File: src/rtl/clksel_pkg.sv
package clksel_pkg;

    localparam int NOSC = 3;

    localparam logic [1:0] OSC_LO  = 2'd0;
    localparam logic [1:0] OSC_INT = 2'd1;
    localparam logic [1:0] OSC_EXT = 2'd2;

    // enables after reset: low-speed and internal running, external off
    localparam logic [NOSC-1:0] EN_RESET = 3'b011;

    typedef enum logic [1:0] {
        A_SRC  = 2'd0,
        A_EN   = 2'd1,
        A_PCLK = 2'd2,
        A_STAT = 2'd3
    } reg_addr_e;

    // oscillator that presently drives the system clock
    function automatic logic [1:0] active_osc(input logic sys_act, input logic hs_act);
        if (sys_act) return OSC_LO;
        return hs_act ? OSC_EXT : OSC_INT;
    endfunction

endpackage

File: src/rtl/clksel_regs.sv
module clksel_regs
    import clksel_pkg::*;
#(
    parameter int DW     = 8,
    parameter int PCLK_W = 2
) (
    input  logic            clk,
    input  logic            rst_n,
    input  logic            wr_en,
    input  logic            rd_en,
    input  logic [1:0]      addr,
    input  logic [DW-1:0]   wdata,
    input  logic            act_sys,
    input  logic            act_hs,
    output logic            req_sys,
    output logic            req_hs,
    output logic [NOSC-1:0] osc_en,
    output logic            err,
    output logic [DW-1:0]   rdata
);

    localparam logic [PCLK_W-1:0] PCLK_FULL = {PCLK_W{1'b1}};

    typedef struct packed {
        logic              req_sys;
        logic              req_hs;
        logic [NOSC-1:0]   en;
        logic [PCLK_W-1:0] pclk;
        logic              err;
        logic              last_src_wr;
        logic [DW-1:0]     rdata;
    } regs_t;

    regs_t      q, d;
    logic [1:0] act_idx;
    logic       unused_wdata;

    assign unused_wdata = ^wdata[DW-1:3];

    always_comb begin
        d       = q;
        act_idx = active_osc(act_sys, act_hs);
        if (wr_en) begin
            d.last_src_wr = (addr == A_SRC);
            case (reg_addr_e'(addr))
                A_SRC: begin
                    if ((wdata[1] != q.req_hs) && (q.pclk != PCLK_FULL)) begin
                        d.err = 1'b1;
                    end else begin
                        d.req_sys = wdata[0];
                        d.req_hs  = wdata[1];
                    end
                end
                A_EN: begin
                    if (!wdata[act_idx]) d.err = 1'b1;
                    else                 d.en  = wdata[NOSC-1:0];
                end
                A_PCLK: d.pclk = wdata[PCLK_W-1:0];
                A_STAT: if (wdata[0]) d.err = 1'b0;
                default: ;
            endcase
        end else if (rd_en) begin
            d.last_src_wr = 1'b0;
            d.rdata       = '0;
            case (reg_addr_e'(addr))
                A_SRC: begin
                    if (q.last_src_wr) d.err = 1'b1;
                    else d.rdata[3:0] = {act_hs, act_sys, q.req_hs, q.req_sys};
                end
                A_EN:    d.rdata[NOSC-1:0]   = q.en;
                A_PCLK:  d.rdata[PCLK_W-1:0] = q.pclk;
                A_STAT:  d.rdata[0]          = q.err;
                default: ;
            endcase
        end
    end

    always_ff @(posedge clk or negedge rst_n) begin
        if (!rst_n) begin
            q <= '{req_sys: 1'b0, req_hs: 1'b0, en: EN_RESET, pclk: '0,
                   err: 1'b0, last_src_wr: 1'b0, rdata: '0};
        end else begin
            q <= d;
        end
    end

    assign req_sys = q.req_sys;
    assign req_hs  = q.req_hs;
    assign osc_en  = q.en;
    assign err     = q.err;
    assign rdata   = q.rdata;

endmodule

File: src/rtl/clksel_switch.sv
module clksel_switch
    import clksel_pkg::*;
(
    input  logic            clk,
    input  logic            rst_n,
    input  logic            req_sys,
    input  logic            req_hs,
    input  logic [NOSC-1:0] osc_en,
    input  logic [NOSC-1:0] osc_rdy,
    output logic            act_sys,
    output logic            act_hs
);

    typedef struct packed {
        logic sys;
        logic hs;
    } sel_t;

    sel_t            q, d;
    logic [NOSC-1:0] usable;
    logic [1:0]      sys_tgt;
    logic [1:0]      hs_tgt;

    for (genvar i = 0; i < NOSC; i++) begin : g_usable
        assign usable[i] = osc_en[i] & osc_rdy[i];
    end

    always_comb begin
        d       = q;
        sys_tgt = req_sys ? OSC_LO : (q.hs ? OSC_EXT : OSC_INT);
        hs_tgt  = req_hs ? OSC_EXT : OSC_INT;
        if ((req_sys != q.sys) && usable[sys_tgt]) d.sys = req_sys;
        if ((req_hs != q.hs) && usable[hs_tgt])    d.hs  = req_hs;
    end

    always_ff @(posedge clk or negedge rst_n) begin
        if (!rst_n) q <= '{sys: 1'b0, hs: 1'b0};
        else        q <= d;
    end

    assign act_sys = q.sys;
    assign act_hs  = q.hs;

endmodule

File: src/rtl/clksel_top.sv
module clksel_top
    import clksel_pkg::*;
#(
    parameter int DW     = 8,
    parameter int PCLK_W = 2
) (
    input  logic          clk,
    input  logic          rst_n,
    input  logic          wr_en_i,
    input  logic          rd_en_i,
    input  logic [1:0]    addr_i,
    input  logic [DW-1:0] wdata_i,
    output logic [DW-1:0] rdata_o,
    input  logic          lo_rdy_i,
    input  logic          int_rdy_i,
    input  logic          ext_rdy_i,
    input  logic          sleep_i,
    output logic          sys_sel_o,
    output logic          hs_sel_o,
    output logic          lo_en_o,
    output logic          int_en_o,
    output logic          ext_en_o,
    output logic          err_o
);

    logic            req_sys, req_hs, act_sys, act_hs;
    logic [NOSC-1:0] reg_en, osc_rdy, gated_en;

    assign osc_rdy = {ext_rdy_i, int_rdy_i, lo_rdy_i};

    clksel_regs #(.DW(DW), .PCLK_W(PCLK_W)) regs_i (
        .clk     (clk),
        .rst_n   (rst_n),
        .wr_en   (wr_en_i),
        .rd_en   (rd_en_i),
        .addr    (addr_i),
        .wdata   (wdata_i),
        .act_sys (act_sys),
        .act_hs  (act_hs),
        .req_sys (req_sys),
        .req_hs  (req_hs),
        .osc_en  (reg_en),
        .err     (err_o),
        .rdata   (rdata_o)
    );

    clksel_switch switch_i (
        .clk     (clk),
        .rst_n   (rst_n),
        .req_sys (req_sys),
        .req_hs  (req_hs),
        .osc_en  (reg_en),
        .osc_rdy (osc_rdy),
        .act_sys (act_sys),
        .act_hs  (act_hs)
    );

    for (genvar i = 0; i < NOSC; i++) begin : g_gate
        assign gated_en[i] = reg_en[i] & ~sleep_i;
    end

    assign lo_en_o   = gated_en[OSC_LO];
    assign int_en_o  = gated_en[OSC_INT];
    assign ext_en_o  = gated_en[OSC_EXT];
    assign sys_sel_o = act_sys;
    assign hs_sel_o  = act_hs;

endmodule

File: config.mk
export PLATFORM = sky130hd
export DESIGN_NAME = clksel_top
export DESIGN_NICKNAME = d
export VERILOG_FILES = /design/src/rtl/clksel_pkg.sv /design/src/rtl/clksel_regs.sv /design/src/rtl/clksel_switch.sv /design/src/rtl/clksel_top.sv
export SDC_FILE = /design/constraint.sdc
export NUM_CORES = 1
export LEC_CHECK = 0
export ABC_AREA = 1
export BUFFER_PORTS_ARGS = -buffer_cell sky130_fd_sc_hd__buf_2
export CAP_MARGIN = 20
export CORE_MARGIN = 2
export CORE_UTILIZATION = 48
export CTS_CLUSTER_SIZE = 24
export DETAILED_ROUTE_END_ITERATION = 7
export GPL_TIMING_DRIVEN = 0
export PLACE_DENSITY_LB_ADDON = 0.15
export SLEW_MARGIN = 20
export SYNTH_ARGS = -nofsm -noshare
export SYNTH_HDL_FRONTEND = slang
export SYNTH_SLANG_ARGS = --single-unit
File: constraint.sdc
create_clock -name clk -period 1.3 [get_ports clk]
set_clock_uncertainty 0.05 [all_clocks]
set_input_delay 0.13 -clock clk [delete_from_list [all_inputs] [get_ports clk]]
set_output_delay 0.13 -clock clk [all_outputs]
set_load 0.01 [all_outputs]
After elaboration in Yosys (flattened, before gate mapping)
Index checks and enable logic that the tools add are counted.
{"block": "op_classes", "eq_ne": 10, "order_cmp": 3, "bitwise_logic": 9, "reduce_logical": 13, "mux": 25}
{"cell": "$mux 2", "count": 6}
{"cell": "$mux 1", "count": 10}
{"cell": "$mux 10", "count": 1}
{"cell": "$ne 3x3->1 const B", "count": 3}
{"cell": "$reduce_and 7->1", "count": 1}
{"cell": "$and 1x1->1", "count": 6}
{"cell": "$bmux 1 s2", "count": 3}
{"cell": "$lt 2x3->1 const B", "count": 2}
{"cell": "$pmux 1 s3", "count": 2}
{"cell": "$reduce_and 3->1", "count": 2}
{"cell": "$reduce_bool 2->1", "count": 3}
{"cell": "$eq 2x2->1 const B", "count": 2}
{"cell": "$lt 2x4->1 const B", "count": 1}
{"cell": "$mux 4", "count": 1}
{"cell": "$pmux 1 s4", "count": 1}
{"cell": "$reduce_and 2->1", "count": 2}
{"cell": "$logic_and 1x1->1", "count": 3}
{"cell": "$ne 1x1->1", "count": 3}
{"cell": "$not 1->1", "count": 3}
{"cell": "$reduce_bool 3->1", "count": 1}
{"cell": "$eq 2x1->1 const B", "count": 1}
{"cell": "$logic_not 2->1", "count": 1}
{"cell": "$ne 2x2->1 const B", "count": 1}
{"cell": "$pmux 1 s2", "count": 1}
{"block": "totals", "out_inout_bits": 14, "regBits": 15, "inputBits": 18}

Longest topological paths before layout
{"block": "depth", "ltp_word": 7, "mapped_depth": 8, "mapped_depth_nobuf": 8}

Hierarchy
A second synthesis with hierarchy kept.
{"block": "hier_totals", "hier_cells": 124, "hier_area_um2": 893.4}
{"module": "clksel_regs", "cells_each": 103, "instances": 1, "seq_area_each_um2": 327.8, "area_each_um2": 760.7}
{"module": "clksel_switch", "cells_each": 15, "instances": 1, "seq_area_each_um2": 50.0, "area_each_um2": 110.1}
{"module": "clksel_top", "cells_each": 6, "instances": 1, "seq_area_each_um2": 0.0, "area_each_um2": 22.5}

Least setup slack after synthesis
OpenSTA, ideal clock, no wires.
{"block": "synth_timing", "path_type": "register to register", "startpoint": "reg switch_i.q (netlist bit switch_i.act_hs)", "endpoint": "reg regs_i.q (netlist bit regs_i.err)", "path_slack_ns": 0.205, "path_stages_with_launch": 8, "setup_ns": 0.117, "arrival_time_ns": 0.928, "path_cell_list": "dfrtp_1 > inv_1 > nand2_1 > nand3_1 > nand3_4 > nand3_1 > nand2_1 > nand2_1"}
{"block": "synth_between", "elab_chain_cells": 6}
{"element": "from (decl)", "line_no": "clksel_switch.sv:19", "source": "sel_t q, d;"}
{"element": "from (signal assigned)", "line_no": "clksel_switch.sv:37", "source": "if (!rst_n) q <= '{sys: 1'b0, hs: 1'b0};"}
{"element": "$mux 2 (2 in a row)", "line_no": "clksel_pkg.sv:22", "source": "return hs_act ? OSC_EXT : OSC_INT;"}
{"element": "$bmux 1 s2", "line_no": "clksel_regs.sv:55", "source": "if (!wdata[act_idx]) d.err = 1'b1;"}
{"element": "$mux 1 (not written as such)", "line_no": "clksel_regs.sv:55"}
{"element": "$ne 3x3->1 (no source line)"}
{"element": "$reduce_and 7->1 (no source line)"}
{"element": "to (signal assigned)", "line_no": "clksel_regs.sv:80", "source": "q <= '{req_sys: 1'b0, req_hs: 1'b0, en: EN_RESET, pclk: '0,"}
{"element": "to (decl)", "line_no": "clksel_regs.sv:34", "source": "regs_t q, d;"}
Every way passes these cells. The select of a mux whose other input is x is not followed.
A chain may end at the register's enable or synchronous reset.

Final worst setup path
{"block": "layout_timing", "startpoint": "reg regs_i.q (netlist bit regs_i.osc_en[0])", "endpoint": "out lo_en_o"}
{"block": "layout_between", "elab_chain_cells": 1}
{"element": "$and 1x1->1", "line_no": "clksel_top.sv:59", "source": "assign gated_en[i] = reg_en[i] & ~sleep_i;"}
{"element": "to (decl)", "line_no": "clksel_top.sv:20", "source": "output logic lo_en_o,"}
Every way passes these cells.

==> run summary <==
The fraction of final layout cells sized beyond drive strength 1 works out to 0.311. The final count of pins violating max slew is 0. Number of global-route vias before repair: 649. In this run the count of I/O pins placed on the die edge is 32. The tool flagged a number of max-cap violations equal to 0. For the worst-skew pair, the clock arrives at the later sink with an insertion delay of 0.30 ns.

The flip-flop and latch count after synthesis works out to 15. The die boundary width works out to 46.9 microns. The worst register-to-register path begins at switch_i.act_hs$_DFFE_PN0P_. The shortest period the worst path allows was 1.29 ns. Setup repair after global routing could not meet its margin everywhere. The number of H-tree branching levels was 1; the switching power summed over all nets was 653 uW.

At the end of the flow, the number of nets in the layout was 170. The number of DRC markers in iteration 0 is 25, and the pin count of the biggest net entering global routing is 16. Once placement finished, the instance area stood at 0.00104 sq mm. After detailed routing, the average wire length per cell comes to 10.6 microns. The count of standard-cell rows was 15; the static leakage was 0.595 nW. Setup slack closes at 0.00648 ns. The tools report the initial antenna violation count as 0. The chip height works out to 46.9 microns. The cell count after synthesis came out at 120.

Across the VDD grid, the largest voltage drop is 1080 uV. The fraction of power consumed by the clock network is 0.172. Cell-internal power: 1.02 mW.

Synthesized area per cell: 7.36 sq um. The logs give 0 for the final number of hold-violating endpoints and 2 for the maximum buffer depth of the clock tree. By startpoint and endpoint, the worst setup path is classified as register to output pin. The area added between synthesis and finish was 22.7%.

In this run the cell area of the synthesized design comes to 883 sq um. The floorplan step defined a die boundary enclosing 0.00220 sq mm. First-pass GRT wire length: 2750 microns.

TritonCTS built the clock tree. Most common library cell in the layout ignoring fill and taps: sky130_fd_sc_hd__nand2_1. The logs give 1.67 mW for the total power draw and 15 for the clock net sink count.

The kind of end point of the critical path is an output pin. The number of diodes added for antenna fixing was 0; the final wirelength was 1870 microns. The worst hold path begins at wdata_i[2]. Across all register-to-register paths, the minimum setup slack is 0.11 ns. The detailed router placed 817 vias in this run.

After routing the design area is 0.00108 sq mm. Largest fanout on the critical path: 4. Static timing analysis puts the maximum clock frequency at 773 MHz.

Leaving out fill and tap cells, the most frequent cells in the layout are sky130_fd_sc_hd__nand2_1 (35), sky130_fd_sc_hd__buf_2 (22), sky130_fd_sc_hd__dfrtp_1 (13). The flow ran to the end, and the final reports show no timing, DRC or antenna violations. The path category of the worst min-delay check was input port to register. Buffers inserted during clock tree synthesis total 3. The final cycle utilization of the critical path is 0.995. For this run, the number of Yosys warnings is 0. In this run the power density over the cells is 1540 mW/mm^2. Count of buffers inserted at the top-level ports: 22. For this run, the detailed router's first-pass iteration total came to 4. Setup violations remaining at the end of the flow were counted as 0. For the portion of total power attributed to combinational logic, the log shows 0.378. The DRC violation count after routing was 0; the multi-input combinational cell area was 399 sq um. The run gives 0 as the number of nets still failing antenna checks after routing.

After clock tree synthesis, the clock-pin slew on the worst setup and hold paths is 0.10 ns. The start point of the critical path is regs_i.osc_en[0]$_DFFE_PN1P_. Cell chosen for the clock root: sky130_fd_sc_hd__clkbuf_4.

Counting distinct cell types in the post-synthesis netlist gives 21. The congestion estimate from routability-driven global placement came to 0.852. The number of vias per cell was 4.64. The tools report the type of element launching the critical path as a register. The logs give 0.450 for the power share of the sequential group and 0.00173 sq mm for the core area. The logs give 0.139 ns for the worst slack at placement and 0.428 for the sequential cell area fraction in the yosys report.

The detailed placer's ending HPWL was 1390 microns. The total global-route track usage came out at 0.182. The logs give 1.12 ns for the required time reported for the critical path endpoint and 174 for the filler cell count in the final layout. Summing all flip-flop and latch instances after layout gives 378 sq um. The tools report the initial standard-cell utilization of the core as 0.512.

The net switching share of the total power is 0.390, and the sum of overflow across all layers after global routing is 0. For the worst setup path, the data arrival time is 1.11 ns.
registers in the layout, summed over array words and instances (netlist names):
| signal | flops |
|---|---|
| switch_i.act_hs | 1 |
| regs_i.rdata | 4 |
| regs_i.osc_en | 3 |
| regs_i.err | 1 |
| regs_i.q | 3 |
| regs_i.req_hs | 1 |
| regs_i.req_sys | 1 |
| switch_i.act_sys | 1 |
stage by stage:
stage | hold slack [ns] | cells | utilization | TNS, ns
global route | 0.0691 | 176 | 0.628 | -0.0471
CTS | 0.0427 | 176 | 0.626 | 0
detailed placement | 0.00104 | 170 | 0.600 | 0
finish | 0.0443 | 176 | 0.628 | 0
global placement | -0.00135 | 170 | 0.600 | 0
floorplan | -0.216 | 123 | - | 0
path summary, 6_finish.rpt:
kind                                                     end  depth (start not counted)
worst max-delay path                                 lo_en_o                          3
worst min-delay path            regs_i.osc_en[2]$_DFFE_PN0P_                          3
worst max register to register        regs_i.err$_DFFE_PN0P_                          6
worst min register to register   regs_i.rdata[1]$_DFFE_PN0P_                          2
max in group asynchronous       regs_i.osc_en[1]$_DFFE_PN1P_                          2
min in group asynchronous            regs_i.q[8]$_DFFE_PN0N_                          2
timing repair:
action,CTS,global route
setup buffers,1,0
endpoints found under the setup margin,1,2
pin swaps,0,1
hold buffers,1,0
resized for setup,0,3
hold endpoints to repair,15,0
Yosys cell counts:
library cell / instances / share of area
sky130_fd_sc_hd__dfrtp_1: 13 / 0.37
sky130_fd_sc_hd__nand2_4: 1 / 0.013
sky130_fd_sc_hd__dfstp_2: 2 / 0.059
sky130_fd_sc_hd__nor2_1: 11 / 0.047
sky130_fd_sc_hd__nor3_1: 1 / 0.0057
sky130_fd_sc_hd__nand3_4: 1 / 0.020
sky130_fd_sc_hd__nand3_1: 7 / 0.040
sky130_fd_sc_hd__inv_1: 14 / 0.059
sky130_fd_sc_hd__o21ai_0: 10 / 0.057
sky130_fd_sc_hd__conb_1: 1 / 0.0042
sky130_fd_sc_hd__a21oi_1: 5 / 0.028
sky130_fd_sc_hd__a31oi_1: 1 / 0.0071
sky130_fd_sc_hd__nand2_2: 1 / 0.0071
sky130_fd_sc_hd__nor2_4: 1 / 0.013
sky130_fd_sc_hd__o211ai_1: 2 / 0.017
sky130_fd_sc_hd__inv_2: 2 / 0.0085
sky130_fd_sc_hd__nand3_2: 1 / 0.011
sky130_fd_sc_hd__o21ai_1: 2 / 0.011
sky130_fd_sc_hd__nand4_1: 1 / 0.0071
sky130_fd_sc_hd__nand2_1: 35 / 0.15
sky130_fd_sc_hd__buf_4: 8 / 0.068
kinds of logic after synthesis:
kind of cell | share of synthesized area
buffers and inverters | 0.136
other | 0.00425
AND/OR/NAND/NOR | 0.312
AO/OA/AOI/OAI | 0.120
flip-flops | 0.428
routing by layer:
layer,up-vias,global-route usage,wire [microns]
met3,5,0.0231,122
li1,431,-,-
met1,349,0.248,851
met5,-,0,0
met4,0,0.0889,25
met2,32,0.285,869
layout make-up:
| type | count | area share |
|---|---|---|
| multi-input cells | 84 | 0.368 |
| flip-flops and latches | 15 | 0.349 |
| repair buffers | 24 | 0.118 |
| plain buffers | 8 | 0.0554 |
| inverters | 16 | 0.0554 |
| well taps | 25 | 0.0289 |
| clock buffers | 3 | 0.0208 |
| clock inverters | 1 | 0.00462 |
critical path, stage by stage (launching register included):
cell and delay (ns):
sky130_fd_sc_hd__dfstp_2 0.57, sky130_fd_sc_hd__inv_2 0.04, sky130_fd_sc_hd__nor2_2 0.08, sky130_fd_sc_hd__buf_2 0.13
power by group through the flow:
| stage | registers (mW) | logic [mW] | clock network [mW] |
|---|---|---|---|
| final | 0.752 | 0.632 | 0.288 |
| after global routing | 0.770 | 0.718 | 0.300 |
| after CTS | 0.742 | 0.627 | 0.290 |
| after detailed placement | 0.759 | 0.589 | 0 |
| after global placement | 0.758 | 0.582 | 0 |
| after floorplan | 0.753 | 0.391 | 0 |
Power figures use the tool's default switching activity.
